===== config.mk =====
export PLATFORM = sky130hd
export DESIGN_NAME = pcm_slot_mapper
export DESIGN_NICKNAME = d
export VERILOG_FILES = /design/src/rtl/pcm_tsa_pkg.sv /design/src/rtl/tsa_frame_counter.sv /design/src/rtl/tsa_cfg_regs.sv /design/src/rtl/tsa_tx_path.sv /design/src/rtl/tsa_rx_path.sv /design/src/rtl/pcm_slot_mapper.sv
export SDC_FILE = /design/constraint.sdc
export NUM_CORES = 1
export LEC_CHECK = 0
export BUFFER_PORTS_ARGS = -buffer_cell sky130_fd_sc_hd__buf_2
export CORE_AREA = 2 2 155 157
export DETAILED_ROUTE_END_ITERATION = 12
export DIE_AREA = 0 0 157 159
export HOLD_SLACK_MARGIN = 0.02
export REMOVE_ABC_BUFFERS = 1
export SYNTH_ARGS = -nofsm -noshare
export SYNTH_HDL_FRONTEND = slang
export SYNTH_SLANG_ARGS = --single-unit

===== constraint.sdc =====
create_clock -name clk -period 13.5 [get_ports clk]
set_input_delay 0 -clock clk [delete_from_list [all_inputs] [get_ports clk]]
set_output_delay 0 -clock clk [all_outputs]
set_load 0.05 [all_outputs]

===== src/rtl/pcm_tsa_pkg.sv =====
package pcm_tsa_pkg;
  localparam int unsigned BITS_PER_SLOT = 8;
  localparam int unsigned BIT_W = $clog2(BITS_PER_SLOT);
  typedef logic [BIT_W-1:0] bit_idx_t;
  typedef logic [BITS_PER_SLOT-1:0] sample_t;
endpackage


===== src/rtl/tsa_frame_counter.sv =====
module tsa_frame_counter
  import pcm_tsa_pkg::*;
#(
  parameter int SLOT_W = 8
) (
  input  logic              clk,
  input  logic              rst_n,
  input  logic              fs_i,
  output bit_idx_t          bit_idx_o,
  output logic [SLOT_W-1:0] slot_idx_o
);
  localparam int POS_W = SLOT_W + BIT_W;

  logic [POS_W-1:0] pos_q, pos_d;

  always_comb begin
    if (fs_i) pos_d = '0;
    else      pos_d = pos_q + 1'b1;
  end

  always_ff @(posedge clk or negedge rst_n) begin
    if (!rst_n) pos_q <= '0;
    else        pos_q <= pos_d;
  end

  assign bit_idx_o  = pos_q[BIT_W-1:0];
  assign slot_idx_o = pos_q[POS_W-1:BIT_W];
endmodule


===== src/rtl/tsa_cfg_regs.sv =====
module tsa_cfg_regs #(
  parameter int NUM_CH = 4,
  parameter int SLOT_W = 8,
  parameter int CH_W   = 2
) (
  input  logic                     clk,
  input  logic                     rst_n,
  input  logic                     fs_i,
  input  logic                     cfg_we_i,
  input  logic [CH_W-1:0]          cfg_ch_i,
  input  logic [SLOT_W-1:0]        cfg_tx_slot_i,
  input  logic [SLOT_W-1:0]        cfg_rx_slot_i,
  input  logic                     cfg_tx_en_i,
  input  logic                     cfg_rx_en_i,
  output logic [NUM_CH*SLOT_W-1:0] act_tx_slot_o,
  output logic [NUM_CH*SLOT_W-1:0] act_rx_slot_o,
  output logic [NUM_CH-1:0]        act_tx_en_o,
  output logic [NUM_CH-1:0]        act_rx_en_o,
  output logic                     conflict_o
);
  logic [SLOT_W-1:0] sh_txs [NUM_CH];
  logic [SLOT_W-1:0] sh_rxs [NUM_CH];
  logic [NUM_CH-1:0] sh_txe, sh_rxe;
  logic [SLOT_W-1:0] ac_txs [NUM_CH];
  logic [SLOT_W-1:0] ac_rxs [NUM_CH];
  logic [NUM_CH-1:0] ac_txe, ac_rxe;
  logic [NUM_CH-1:0] wr_hit;
  logic              conf_d, conf_q;

  always_comb begin
    for (int c = 0; c < NUM_CH; c++)
      wr_hit[c] = cfg_we_i && (cfg_ch_i == CH_W'(c));
  end

  // shadow copy: written any time
  always_ff @(posedge clk or negedge rst_n) begin
    if (!rst_n) begin
      for (int c = 0; c < NUM_CH; c++) begin
        sh_txs[c] <= '0;
        sh_rxs[c] <= '0;
      end
      sh_txe <= '0;
      sh_rxe <= '0;
    end else begin
      for (int c = 0; c < NUM_CH; c++) begin
        if (wr_hit[c]) begin
          sh_txs[c] <= cfg_tx_slot_i;
          sh_rxs[c] <= cfg_rx_slot_i;
          sh_txe[c] <= cfg_tx_en_i;
          sh_rxe[c] <= cfg_rx_en_i;
        end
      end
    end
  end

  // shared transmit slot among enabled channels of the shadow copy
  always_comb begin
    conf_d = 1'b0;
    for (int i = 0; i < NUM_CH; i++)
      for (int j = i + 1; j < NUM_CH; j++)
        if (sh_txe[i] && sh_txe[j] && (sh_txs[i] == sh_txs[j]))
          conf_d = 1'b1;
  end

  // active copy: loaded only at the frame strobe
  always_ff @(posedge clk or negedge rst_n) begin
    if (!rst_n) begin
      for (int c = 0; c < NUM_CH; c++) begin
        ac_txs[c] <= '0;
        ac_rxs[c] <= '0;
      end
      ac_txe <= '0;
      ac_rxe <= '0;
      conf_q <= 1'b0;
    end else if (fs_i) begin
      for (int c = 0; c < NUM_CH; c++) begin
        ac_txs[c] <= sh_txs[c];
        ac_rxs[c] <= sh_rxs[c];
      end
      ac_txe <= sh_txe;
      ac_rxe <= sh_rxe;
      conf_q <= conf_d;
    end
  end

  for (genvar c = 0; c < NUM_CH; c++) begin : g_flat
    assign act_tx_slot_o[c*SLOT_W +: SLOT_W] = ac_txs[c];
    assign act_rx_slot_o[c*SLOT_W +: SLOT_W] = ac_rxs[c];
  end
  assign act_tx_en_o = ac_txe;
  assign act_rx_en_o = ac_rxe;
  assign conflict_o  = conf_q;
endmodule


===== src/rtl/tsa_tx_path.sv =====
module tsa_tx_path
  import pcm_tsa_pkg::*;
#(
  parameter int NUM_CH = 4,
  parameter int SLOT_W = 8,
  parameter int CH_W   = 2
) (
  input  logic                            clk,
  input  logic                            rst_n,
  input  logic                            fs_i,
  input  bit_idx_t                        bit_idx_i,
  input  logic [SLOT_W-1:0]               slot_idx_i,
  input  logic [NUM_CH*SLOT_W-1:0]        act_tx_slot_i,
  input  logic [NUM_CH-1:0]               act_tx_en_i,
  input  logic [NUM_CH*BITS_PER_SLOT-1:0] tx_sample_i,
  output logic                            tx_d_o,
  output logic                            tx_oe_o,
  output logic [NUM_CH-1:0]               tx_take_o
);
  sample_t           hold_q [NUM_CH];
  logic              fs_q;
  logic [NUM_CH-1:0] hit;
  logic [CH_W-1:0]   sel;

  always_ff @(posedge clk or negedge rst_n) begin
    if (!rst_n) begin
      for (int c = 0; c < NUM_CH; c++) hold_q[c] <= '0;
    end else if (fs_i) begin
      for (int c = 0; c < NUM_CH; c++)
        hold_q[c] <= tx_sample_i[c*BITS_PER_SLOT +: BITS_PER_SLOT];
    end
  end

  always_ff @(posedge clk or negedge rst_n) begin
    if (!rst_n) fs_q <= 1'b0;
    else        fs_q <= fs_i;
  end

  // lowest-numbered enabled owner wins
  always_comb begin
    sel = '0;
    for (int c = NUM_CH - 1; c >= 0; c--) begin
      hit[c] = act_tx_en_i[c] && (act_tx_slot_i[c*SLOT_W +: SLOT_W] == slot_idx_i);
      if (hit[c]) sel = CH_W'(c);
    end
  end

  assign tx_oe_o   = |hit;
  assign tx_d_o    = tx_oe_o & hold_q[sel][~bit_idx_i];
  assign tx_take_o = fs_q ? act_tx_en_i : '0;
endmodule


===== src/rtl/tsa_rx_path.sv =====
module tsa_rx_path
  import pcm_tsa_pkg::*;
#(
  parameter int NUM_CH = 4,
  parameter int SLOT_W = 8
) (
  input  logic                            clk,
  input  logic                            rst_n,
  input  logic                            rx_d_i,
  input  bit_idx_t                        bit_idx_i,
  input  logic [SLOT_W-1:0]               slot_idx_i,
  input  logic [NUM_CH*SLOT_W-1:0]        act_rx_slot_i,
  input  logic [NUM_CH-1:0]               act_rx_en_i,
  output logic [NUM_CH*BITS_PER_SLOT-1:0] rx_sample_o,
  output logic [NUM_CH-1:0]               rx_valid_o
);
  localparam bit_idx_t LAST_BIT = bit_idx_t'(BITS_PER_SLOT - 1);

  logic                       rx_bit_q;
  logic [BITS_PER_SLOT-2:0]   shift_q, shift_d;
  sample_t                    cap_byte;
  logic [NUM_CH-1:0]          cap_hit;
  logic [NUM_CH-1:0]          valid_q;
  sample_t                    samp_q [NUM_CH];

  always_ff @(negedge clk or negedge rst_n) begin
    if (!rst_n) rx_bit_q <= 1'b0;
    else        rx_bit_q <= rx_d_i;
  end

  // one bus-wide shifter serves every channel
  assign shift_d  = {shift_q[BITS_PER_SLOT-3:0], rx_bit_q};
  assign cap_byte = {shift_q, rx_bit_q};

  always_ff @(posedge clk or negedge rst_n) begin
    if (!rst_n) shift_q <= '0;
    else        shift_q <= shift_d;
  end

  always_comb begin
    for (int c = 0; c < NUM_CH; c++)
      cap_hit[c] = act_rx_en_i[c] && (bit_idx_i == LAST_BIT) &&
                   (act_rx_slot_i[c*SLOT_W +: SLOT_W] == slot_idx_i);
  end

  always_ff @(posedge clk or negedge rst_n) begin
    if (!rst_n) begin
      valid_q <= '0;
      for (int c = 0; c < NUM_CH; c++) samp_q[c] <= '0;
    end else begin
      valid_q <= cap_hit;
      for (int c = 0; c < NUM_CH; c++)
        if (cap_hit[c]) samp_q[c] <= cap_byte;
    end
  end

  for (genvar c = 0; c < NUM_CH; c++) begin : g_out
    assign rx_sample_o[c*BITS_PER_SLOT +: BITS_PER_SLOT] = samp_q[c];
  end
  assign rx_valid_o = valid_q;
endmodule


===== src/rtl/pcm_slot_mapper.sv =====
module pcm_slot_mapper
  import pcm_tsa_pkg::*;
#(
  parameter int NUM_CH = 4,
  parameter int SLOT_W = 8,
  localparam int CH_W  = (NUM_CH > 1) ? $clog2(NUM_CH) : 1,
  localparam int SMP_W = NUM_CH * BITS_PER_SLOT
) (
  input  logic              clk,
  input  logic              rst_n,
  input  logic              fs_i,
  output logic              tx_d_o,
  output logic              tx_oe_o,
  input  logic              rx_d_i,
  input  logic              cfg_we_i,
  input  logic [CH_W-1:0]   cfg_ch_i,
  input  logic [SLOT_W-1:0] cfg_tx_slot_i,
  input  logic [SLOT_W-1:0] cfg_rx_slot_i,
  input  logic              cfg_tx_en_i,
  input  logic              cfg_rx_en_i,
  input  logic [SMP_W-1:0]  tx_sample_i,
  output logic [NUM_CH-1:0] tx_take_o,
  output logic [SMP_W-1:0]  rx_sample_o,
  output logic [NUM_CH-1:0] rx_valid_o,
  output logic              conflict_o
);
  logic                     rst_meta_n, rst_sync_n;
  bit_idx_t                 bit_idx;
  logic [SLOT_W-1:0]        slot_idx;
  logic [NUM_CH*SLOT_W-1:0] act_tx_slot, act_rx_slot;
  logic [NUM_CH-1:0]        act_tx_en, act_rx_en;
  logic [2*NUM_CH*SLOT_W+2*NUM_CH-1:0] act_cfg;

  // asynchronous assertion, synchronous release
  always_ff @(posedge clk or negedge rst_n) begin
    if (!rst_n) begin
      rst_meta_n <= 1'b0;
      rst_sync_n <= 1'b0;
    end else begin
      rst_meta_n <= 1'b1;
      rst_sync_n <= rst_meta_n;
    end
  end

  tsa_frame_counter #(.SLOT_W(SLOT_W)) cnt_i (
    .clk        (clk),
    .rst_n      (rst_sync_n),
    .fs_i       (fs_i),
    .bit_idx_o  (bit_idx),
    .slot_idx_o (slot_idx)
  );

  tsa_cfg_regs #(.NUM_CH(NUM_CH), .SLOT_W(SLOT_W), .CH_W(CH_W)) cfg_i (
    .clk           (clk),
    .rst_n         (rst_sync_n),
    .fs_i          (fs_i),
    .cfg_we_i      (cfg_we_i),
    .cfg_ch_i      (cfg_ch_i),
    .cfg_tx_slot_i (cfg_tx_slot_i),
    .cfg_rx_slot_i (cfg_rx_slot_i),
    .cfg_tx_en_i   (cfg_tx_en_i),
    .cfg_rx_en_i   (cfg_rx_en_i),
    .act_tx_slot_o (act_tx_slot),
    .act_rx_slot_o (act_rx_slot),
    .act_tx_en_o   (act_tx_en),
    .act_rx_en_o   (act_rx_en),
    .conflict_o    (conflict_o)
  );

  tsa_tx_path #(.NUM_CH(NUM_CH), .SLOT_W(SLOT_W), .CH_W(CH_W)) tx_i (
    .clk           (clk),
    .rst_n         (rst_sync_n),
    .fs_i          (fs_i),
    .bit_idx_i     (bit_idx),
    .slot_idx_i    (slot_idx),
    .act_tx_slot_i (act_tx_slot),
    .act_tx_en_i   (act_tx_en),
    .tx_sample_i   (tx_sample_i),
    .tx_d_o        (tx_d_o),
    .tx_oe_o       (tx_oe_o),
    .tx_take_o     (tx_take_o)
  );

  tsa_rx_path #(.NUM_CH(NUM_CH), .SLOT_W(SLOT_W)) rx_i (
    .clk           (clk),
    .rst_n         (rst_sync_n),
    .rx_d_i        (rx_d_i),
    .bit_idx_i     (bit_idx),
    .slot_idx_i    (slot_idx),
    .act_rx_slot_i (act_rx_slot),
    .act_rx_en_i   (act_rx_en),
    .rx_sample_o   (rx_sample_o),
    .rx_valid_o    (rx_valid_o)
  );

  assign act_cfg = {act_tx_slot, act_rx_slot, act_tx_en, act_rx_en};
endmodule


## Word level (Yosys, flattened, before mapping)

Index checks and enable logic that the tools add are counted.

- Output and inout port bits: 43
- Register bits after elaboration: 235

- Reduce and logical (&&, ||, !) cells: 30
- $add $sub $neg: 1
- Bitwise logic cells: 3
- Muxes and demuxes: 17
- $lt $le $gt $ge: 2
- Equal/unequal tests: 18

Operators by type and width:

| operator | number |
|---|---|
| $eq A8 B8 Y1 | 14 |
| $logic_and A1 B1 Y1 | 28 |
| $bmux W8 S2 | 1 |
| $mux W8 | 2 |
| $add A11 B1 Y11 const B | 1 |
| $mux W11 | 1 |
| $mux W2 | 4 |
| $mux W1 | 7 |
| $eq A2 B2 Y1 const B | 2 |
| $lt A3 B4 Y1 const B | 1 |
| $mux W4 | 1 |
| $reduce_or A4 Y1 | 1 |
| $bmux W1 S3 | 1 |
| $eq A3 B3 Y1 const B | 1 |
| $ge A3 B3 Y1 const B | 1 |
| $not A2 Y3 | 1 |
| $not A3 Y3 | 1 |
| $eq A2 B1 Y1 const B | 1 |
| $logic_not A2 Y1 | 1 |
| $and A1 B1 Y1 | 1 |

## Logic depth before layout (Yosys ltp)

Gate-level depths: netlist (run 1).

- Word-level depth: 13
- Gate-level depth with buffers: 10

## Hierarchy

Synthesis (run 1) repeated with hierarchy kept, for this count alone.

- Cell total of the unflattened synthesis: 773
- Area, all modules: 10749.1 µm²

By module, submodules not included:

| module | area an instance (µm²) | cells an instance | times used |
|---|---|---|---|
| tsa_cfg_regs | 5943.2 | 382 | 1 |
| tsa_tx_path | 2278.4 | 206 | 1 |
| tsa_rx_path | 1966.9 | 134 | 1 |
| tsa_frame_counter | 506.7 | 48 | 1 |
| pcm_slot_mapper | 53.8 | 3 | 1 |

==> metrics.md, run 1 <==
| Metric | Value |
|---|---|
| Routability congestion estimate | 0.843 |
| Remaining antenna violation count | 0 |
| Overall Global Routing Usage | 19.1% |
| Hold violation count in the final report | 0 |
| Post-synth EDFFs | 0 |
| Top post-synthesis cells by area | dfrtp_1 (57%), mux2_2 (22%), xor2_1 (5.2%), xnor2_1 (5.0%), nand2_1 (1.1%) |
| Sequential element share of the synthesized area | 56.9% |
| Die Height | 159 µm |
| Internal Power | 1.40 mW |
| Cell-by-cell trace of the critical path | mux2_2 |
| Setup Fix Bufs, Post-CTS | 0 |
| First-pass GRT wire length | 37800 µm |
| Via count of the routed design | 6395 |
| Buffering stage count on the worst path with inverters included | 0 |
| Total routed wirelength | 23100 µm |
| Worst Hold Class | reg -> async |
| Post-Syn Area | 0.0103 mm² |
| Unrepaired setup endpoints after global routing | false |
| Final-report max-slew violation count | 0 |
| Clock slew seen by the registers of the worst setup and hold paths | 60 ps |
| Total of endpoints with negative setup slack in the final report | 0 |
| Post-Syn Area per Cell | 14.1 µm² |
| Clock Tree Root | clkbuf_16 |
| Critical setup path kind | reg -> reg |
| Comb power frac | 15.3% |
| Category of the worst setup path capture point | flip-flop |
| Switching share of power | 26.3% |
| Clock Skew | 21.9 ps |
| Number of buffers created by CTS | 26 |
| Post-route worst setup slack | 5980 ps |
| Initial Util | 44.6% |
| Clk sink count | 235 |
| Critical-path cell with the highest stage delay | dfrtn_1 |
| Maximum Capacitance Violations | 0 |
| Proportion of power drawn by flip-flops and latches | 47.8% |
| Total power per unit cell area | 148 mW/mm² |
| Max IR drop VDD | 0.0821 mV |
| Placed cell count | 1133 |
| Synthesis warning total | 0 |
| Clock latency on the worst-skew pair | 540 ps |
| # port buffers | 99 |
| Remaining global-route overflow | 0 |
| Stage delay of the slowest cell on the critical path | 380 ps |
| Maximum number of pins on one net before global-route repair | 86 |
| Max Fanout on Critical Path | 5 |
| Gates resized, CTS repair | 0 |
| Crit start category | flip-flop |
| Share of flip-flops with an asynchronous set or reset after synthesis | 100% |
| Minimum setup slack among reg-to-reg paths | 5980 ps |
| Share of the synthesized area in the top cell type | 56.6% |
| Pre-CTS worst setup slack | 5990 ps |
| Number of cells produced by synthesis | 735 |
| Launch point of the critical path | rx_i.rx_bit_q |
| Number of cell instances on the worst register-to-register path | 1 |
| Power share of the clock group | 36.9% |
| Clock tree from TritonCTS | built |
| Synth unique cells | 44 |
| Clock Path Buffers | 3 |
| Capturing point of the worst reg2reg path | rx_i.rx_sample_o[16] |
| Die outline area | 0.0250 mm² |
| Core footprint | 0.0232 mm² |
| Launch instance of the worst register-to-register path | rx_i.rx_bit_q |
| Cell row count | 56 |
| First DRT Iteration DRCs | 286 |
| Required time at the worst-slack endpoint | 13920 ps |
| Top Ports | 100 |
| Top flip-flop cell by instance count after synthesis | dfrtp_1 |
| Most frequently used cell type in the post-synthesis netlist | dfrtp_1 |
| Lkg Pwr | 5.72 nW |
| # DRC | 0 |
| Total iterations of the first detailed-routing run | 4 |
| Share of layout cells above drive strength 1 | 38.5% |
| Final nets | 985 |
| Worst-margin pin slew | 1100 ps |
| Cell taking the most area after synthesis | dfrtp_1 |
| Relative slew slack | 26.5% |
| Flops & latches, synth | 235 |
| Largest delay contributor family on the critical path | flip-flops |
| Net switching power figure | 0.500 mW |
| Leading post-synthesis cells by instance count | dfrtp_1 (234), mux2_2 (200), xor2_1 (61), xnor2_1 (59), nand2_1 (31) |
| WL/cell | 18.3 µm |
| Antenna Diode Count | 0 |
| Status | finished clean |
| Initial antenna violation count | 0 |
| Average vias per placed instance | 5.06 |
| Post-route insts no fill | 1264 |
| Area growth syn-to-layout | 24.1% |
| Horizontal extent of the die | 157 µm |
| H-tree levels | 1 |
| DPL Wire Length | 15100 µm |
| Number of global-route vias before repair | 6943 |
| Endpoint arrival time on the critical path | 7930 ps |
[registers in the layout, summed over array words and instances, names as in the netlist]
register	flops
rx_i.rx_sample_o	32
cfg_i.conflict_o	1
rx_i.rx_bit_q	1
cfg_i.act_rx_slot_o	32
rst_meta_n	1
cfg_i.sh_txe	4
rst_sync_n	1
tx_i.hold_q	32
cfg_i.act_tx_en_o	4
rx_i.shift_q	7
cfg_i.sh_txs	32
cfg_i.sh_rxs	32
cfg_i.act_rx_en_o	4
rx_i.rx_valid_o	4
cfg_i.sh_rxe	4
tx_i.fs_q	1
cfg_i.act_tx_slot_o	32
cnt_i.pos_q	11
[cell families after synthesis]
family / after synthesis / synth area share [%]
DFF: 235 / 56.9
muxes: 209 / 23.3
xor gates and xnor gates: 120 / 10.2
and+or+nand+nor: 112 / 6.06
buffers and inverters: 35 / 1.92
AOI/OAI and AO/OA: 21 / 1.43
adders and majority gates: 2 / 0.242
other: 1 / 0.0363
[cells in the final DEF, fill, tap and decap left out, types with 2 or more instances in the layout]
cell type / instances
a21boi_0: 2
a21oi_1: 2
a22oi_1: 2
a31oi_1: 5
and2_1: 4
and3_1: 3
buf_2: 98
buf_4: 9
bufinv_16: 2
clkbuf_1: 4
clkbuf_16: 26
clkbuf_8: 5
clkinv_2: 7
dfrtp_1: 233
dlygate4sd3_1: 84
ha_1: 2
inv_1: 6
mux2_2: 200
mux2i_1: 5
mux4_1: 3
nand2_1: 31
nand3_1: 14
nand3b_1: 2
nand4_1: 14
nor2_1: 14
nor2b_1: 2
nor3_1: 3
nor3_2: 4
nor4_1: 14
o21ai_0: 4
xnor2_1: 59
xor2_1: 61
[per-stage QoR]
stage	hold slack, ps	utilization, %	setup TNS [ps]	total power [mW]	instance area [µm²]
final	142	55.3	0	1.90	12800
after global routing	158	55.3	0	1.99	12800
after CTS	149	55.3	0	1.92	12800
after detailed placement	-208	48.0	0	1.19	11100
after global placement	-212	48.0	0	1.17	11100
after floorplan	-296	-	-67.9	1.10	10200
[metal layers]
layer  vias up  global-route usage [%]  part of all wire [%]
li1       2969                       -                     -
met1      3254                    26.5                    46
met2       129                    31.2                    48
met3        43                    2.97                   3.8
met4         0                    5.38                   2.3
met5         -                       0                     0
[power by group through the flow]
stage	sequential (mW)	clock, mW	combinational (mW)
6_report	0.910	0.701	0.290
3_5_place_dp	0.923	0	0.265
5_1_grt	0.924	0.751	0.318
3_3_place_gp	0.917	0	0.256
2_1_floorplan	0.899	0	0.198
4_1_cts	0.911	0.718	0.292
[layout make-up]
class                           count  area (µm²)
Sequential cell                   235        5880
Fill cell                        1930       10400
Timing Repair Buffer              191        1400
Clock buffer                       35         734
Multi-Input combinational cell    465        4260
Inverter                            7        26.3
Tap cell                          319         399
Clock inverter                     12         128
[worst max path at each step]
stage / cells past startpoint / slack, ps / endpoint
after floorplan: 0 / -70 / rx_i.rx_bit_q
after global placement: 1 / 6010 / rx_i.rx_sample_o[8]
after detailed placement: 1 / 5990 / rx_i.rx_sample_o[16]
after CTS: 1 / 6000 / rx_i.rx_sample_o[16]
after global routing: 1 / 5970 / rx_i.rx_sample_o[24]
final: 1 / 5980 / rx_i.rx_sample_o[16]
[repair_timing]
item,in CTS,in global routing
endpoints found under the setup margin,0,0
endpoints found under the hold margin,107,0
hold buffers,84,0
Power figures use the tool's default switching activity.
==> run 2, diff against run 1 <==
--- a/config.mk
+++ b/config.mk
@@ -10,6 +10,7 @@
 export DETAILED_ROUTE_END_ITERATION = 12
 export DIE_AREA = 0 0 157 159
 export HOLD_SLACK_MARGIN = 0.02
+export PLACE_DENSITY = 0.65
 export REMOVE_ABC_BUFFERS = 1
 export SYNTH_ARGS = -nofsm -noshare
 export SYNTH_HDL_FRONTEND = slang
==> constraint.sdc (replaced) <==
create_clock -name clk -period 6.78 [get_ports clk]
set_input_delay 0 -clock clk [delete_from_list [all_inputs] [get_ports clk]]
set_output_delay 0 -clock clk [all_outputs]
set_load 0.05 [all_outputs]
==> run 2 against run 1 <==
Against the previous run: non-clock buffer count decreased by 31; combinational power grew 85%; clock skew down 13 ps; critical endpoint is now rx_i.rx_sample_o[8]; global-route usage fell by 0.70 points; critical path depth stayed put; clock power is 110% higher; cell count decreased by 2.5%; via count is 3.8% lower; total power up 99%; worst hold slack better by 38 ps.
==> metrics.md, run 2 (synthesis results as in run 1) <==
| Metric | Value |
|---|---|
| Status | finished clean (unchanged) |
| Antenna Diode Count | 0 (unchanged) |
| Remaining global-route overflow | 0 (unchanged) |
| Category of the worst setup path capture point | flip-flop (unchanged) |
| Final design area excluding fillers | 0.0125 mm² (was 0.0128 mm²) |
| Final nets | 953 (was 985) |
| Number of buffers added to fix hold violations after cts | 53 (was 84) |
| Top library cells by usage in the layout, fill and taps aside | dfrtp_1 (233), mux2_2 (200), buf_2 (98) (unchanged) |
| Final-report max-slew violation count | 0 (unchanged) |
| Cell-by-cell trace of the critical path | mux2_2 (unchanged) |
| Overall Global Routing Usage | 18.4% (was 19.1%) |
| Stage delay of the slowest cell on the critical path | 380 ps (about the same) |
| Clock Skew | 8.70 ps (was 21.9 ps) |
| Post-Route Setup TNS | 0 ps (unchanged) |
| Endpoint arrival time on the critical path | 4560 ps (was 7930 ps) |
| Clock Path Buffers | 3 (unchanged) |
| Total routed wirelength | 21800 µm (was 23100 µm) |
| Share of layout cells above drive strength 1 | 40.1% (was 38.5%) |
| Critical-path cell with the highest stage delay | dfrtn_1 (unchanged) |
| Gates resized, CTS repair | 0 (unchanged) |
| Max IR drop VDD | 0.126 mV (was 0.0821 mV) |
| Initial Util | 44.6% (unchanged) |
| Max Fanout on Critical Path | 5 (unchanged) |
| Clock Tree Root | clkbuf_16 (unchanged) |
| Clk sink count | 235 (unchanged) |
| Hold violation count in the final report | 0 (unchanged) |
| Placed Instance Area | 0.0111 mm² (unchanged) |
| Most common library cell in the layout ignoring fill and taps | dfrtp_1 (unchanged) |
| Die Height | 159 µm (unchanged) |
| Pre-CTS worst setup slack | 2630 ps (was 5990 ps) |
| Routability congestion estimate | 0.777 (was 0.843) |
| Number of buffers created by CTS | 25 (was 26) |
| DPL Wire Length | 14300 µm (was 15100 µm) |
| Die outline area | 0.0250 mm² (unchanged) |
| # DRC | 0 (unchanged) |
| Maximum number of pins on one net before global-route repair | 84 (was 86) |
| Top Ports | 100 (unchanged) |
| Critical setup path kind | reg -> reg (unchanged) |
| Total iterations of the first detailed-routing run | 4 (unchanged) |
| Clock latency on the worst-skew pair | 520 ps (was 540 ps) |
| Buffering stage count on the worst path with inverters included | 0 (unchanged) |
| Average vias per placed instance | 4.99 (was 5.06) |
| First-pass GRT wire length | 36600 µm (was 37800 µm) |
| Relative slew slack | 29.5% (was 26.5%) |
| First DRT Iteration DRCs | 288 (was 286) |
| WL/cell | 17.7 µm (was 18.3 µm) |
| Post-route worst hold slack | 181 ps (was 142 ps) |
| Worst Hold Class | in -> reg (was reg -> async) |
| Setup Fix Bufs, Post-CTS | 0 (unchanged) |
| Crit start category | flip-flop (unchanged) |
| Post-route worst setup slack | 2620 ps (was 5980 ps) |
| # port buffers | 99 (unchanged) |
| Clock slew seen by the registers of the worst setup and hold paths | 60 ps (about the same) |
| Required time at the worst-slack endpoint | 7180 ps (was 13920 ps) |
| Horizontal extent of the die | 157 µm (unchanged) |
| Largest delay contributor family on the critical path | flip-flops (unchanged) |
| Remaining antenna violation count | 0 (unchanged) |
| Initial antenna violation count | 0 (unchanged) |
| Cell row count | 56 (unchanged) |
| H-tree levels | 1 (unchanged) |
| Unrepaired setup endpoints after global routing | false (unchanged) |
| Lkg Pwr | 5.61 nW (was 5.72 nW) |
| Worst-margin pin slew | 1060 ps (was 1100 ps) |
| Total of endpoints with negative setup slack in the final report | 0 (unchanged) |
| Number of global-route vias before repair | 6670 (was 6943) |
| Maximum Capacitance Violations | 0 (unchanged) |
| Via count of the routed design | 6151 (was 6395) |
| Area growth syn-to-layout | 21.4% (was 24.1%) |
| Total power per unit cell area | 302 mW/mm² (was 148 mW/mm²) |
| Clock tree from TritonCTS | built (unchanged) |
| Core footprint | 0.0232 mm² (unchanged) |
run 2: cell types whose count changed in the layout (fill, tap and decap cells not counted), sizes merged:
cell / delta
clkinvlp: -1
bufinv: +2
clkinv: +1
clkbuf: -4
inv: +1
dlygate4sd3: -31
run 2: path summary, 6_finish.rpt:
| check | from | end | slack (ps) | cells past startpoint |
|---|---|---|---|---|
| worst max register to register | rx_i.rx_bit_q | rx_i.rx_sample_o[8] | 2620 | 1 |
| worst min-delay path | cfg_ch_i[1] | cfg_i.sh_txs[25] | 180 | 4 |
| max in group asynchronous | rst_sync_n | rx_i.rx_bit_q | 2710 | 0 |
| worst max-delay path | rx_i.rx_bit_q | rx_i.rx_sample_o[8] | 2620 | 1 |
| min in group asynchronous | rst_n | rst_sync_n | 340 | 3 |
| worst min register to register | rst_sync_n | tx_i.hold_q[24] | 350 | 0 |
run 2: through the flow:
stage / total power, mW / utilization, % / cells
3_3_place_gp: 2.34 / 48.0 / 1133
4_1_cts: 3.83 / 54.1 / 1232
5_1_grt: 3.98 / 54.1 / 1232
2_1_floorplan: 2.18 / - / 707
3_5_place_dp: 2.36 / 48.0 / 1133
6_report: 3.79 / 54.1 / 1232
run 2: cell type report:
type | instances | area (µm²)
timing repair buffer | 160 | 1090
sequential | 235 | 5880
multi-input combinational | 465 | 4260
inverter | 7 | 26.3
clock inverter | 15 | 186
clock buffer | 31 | 698
tap | 319 | 399
fill | 1972 | 10600
run 2: routing by layer:
layer / wire, µm / part of all wire [%] / up-vias / GRT usage (%)
met5: 0 / 0 / - / 0
met4: 407 / 1.9 / 0 / 4.46
met3: 643 / 2.9 / 29 / 2.15
met2: 10300 / 47 / 102 / 29.5
met1: 10500 / 48 / 3124 / 26.8
li1: - / - / 2896 / -
run 2: power by group:
part	switching [mW]	total [mW]	internal (mW)	leakage, nW
clock	0.555	1.44	0.884	0.446
sequential	0.206	1.82	1.61	2.87
combinational	0.217	0.536	0.319	2.29
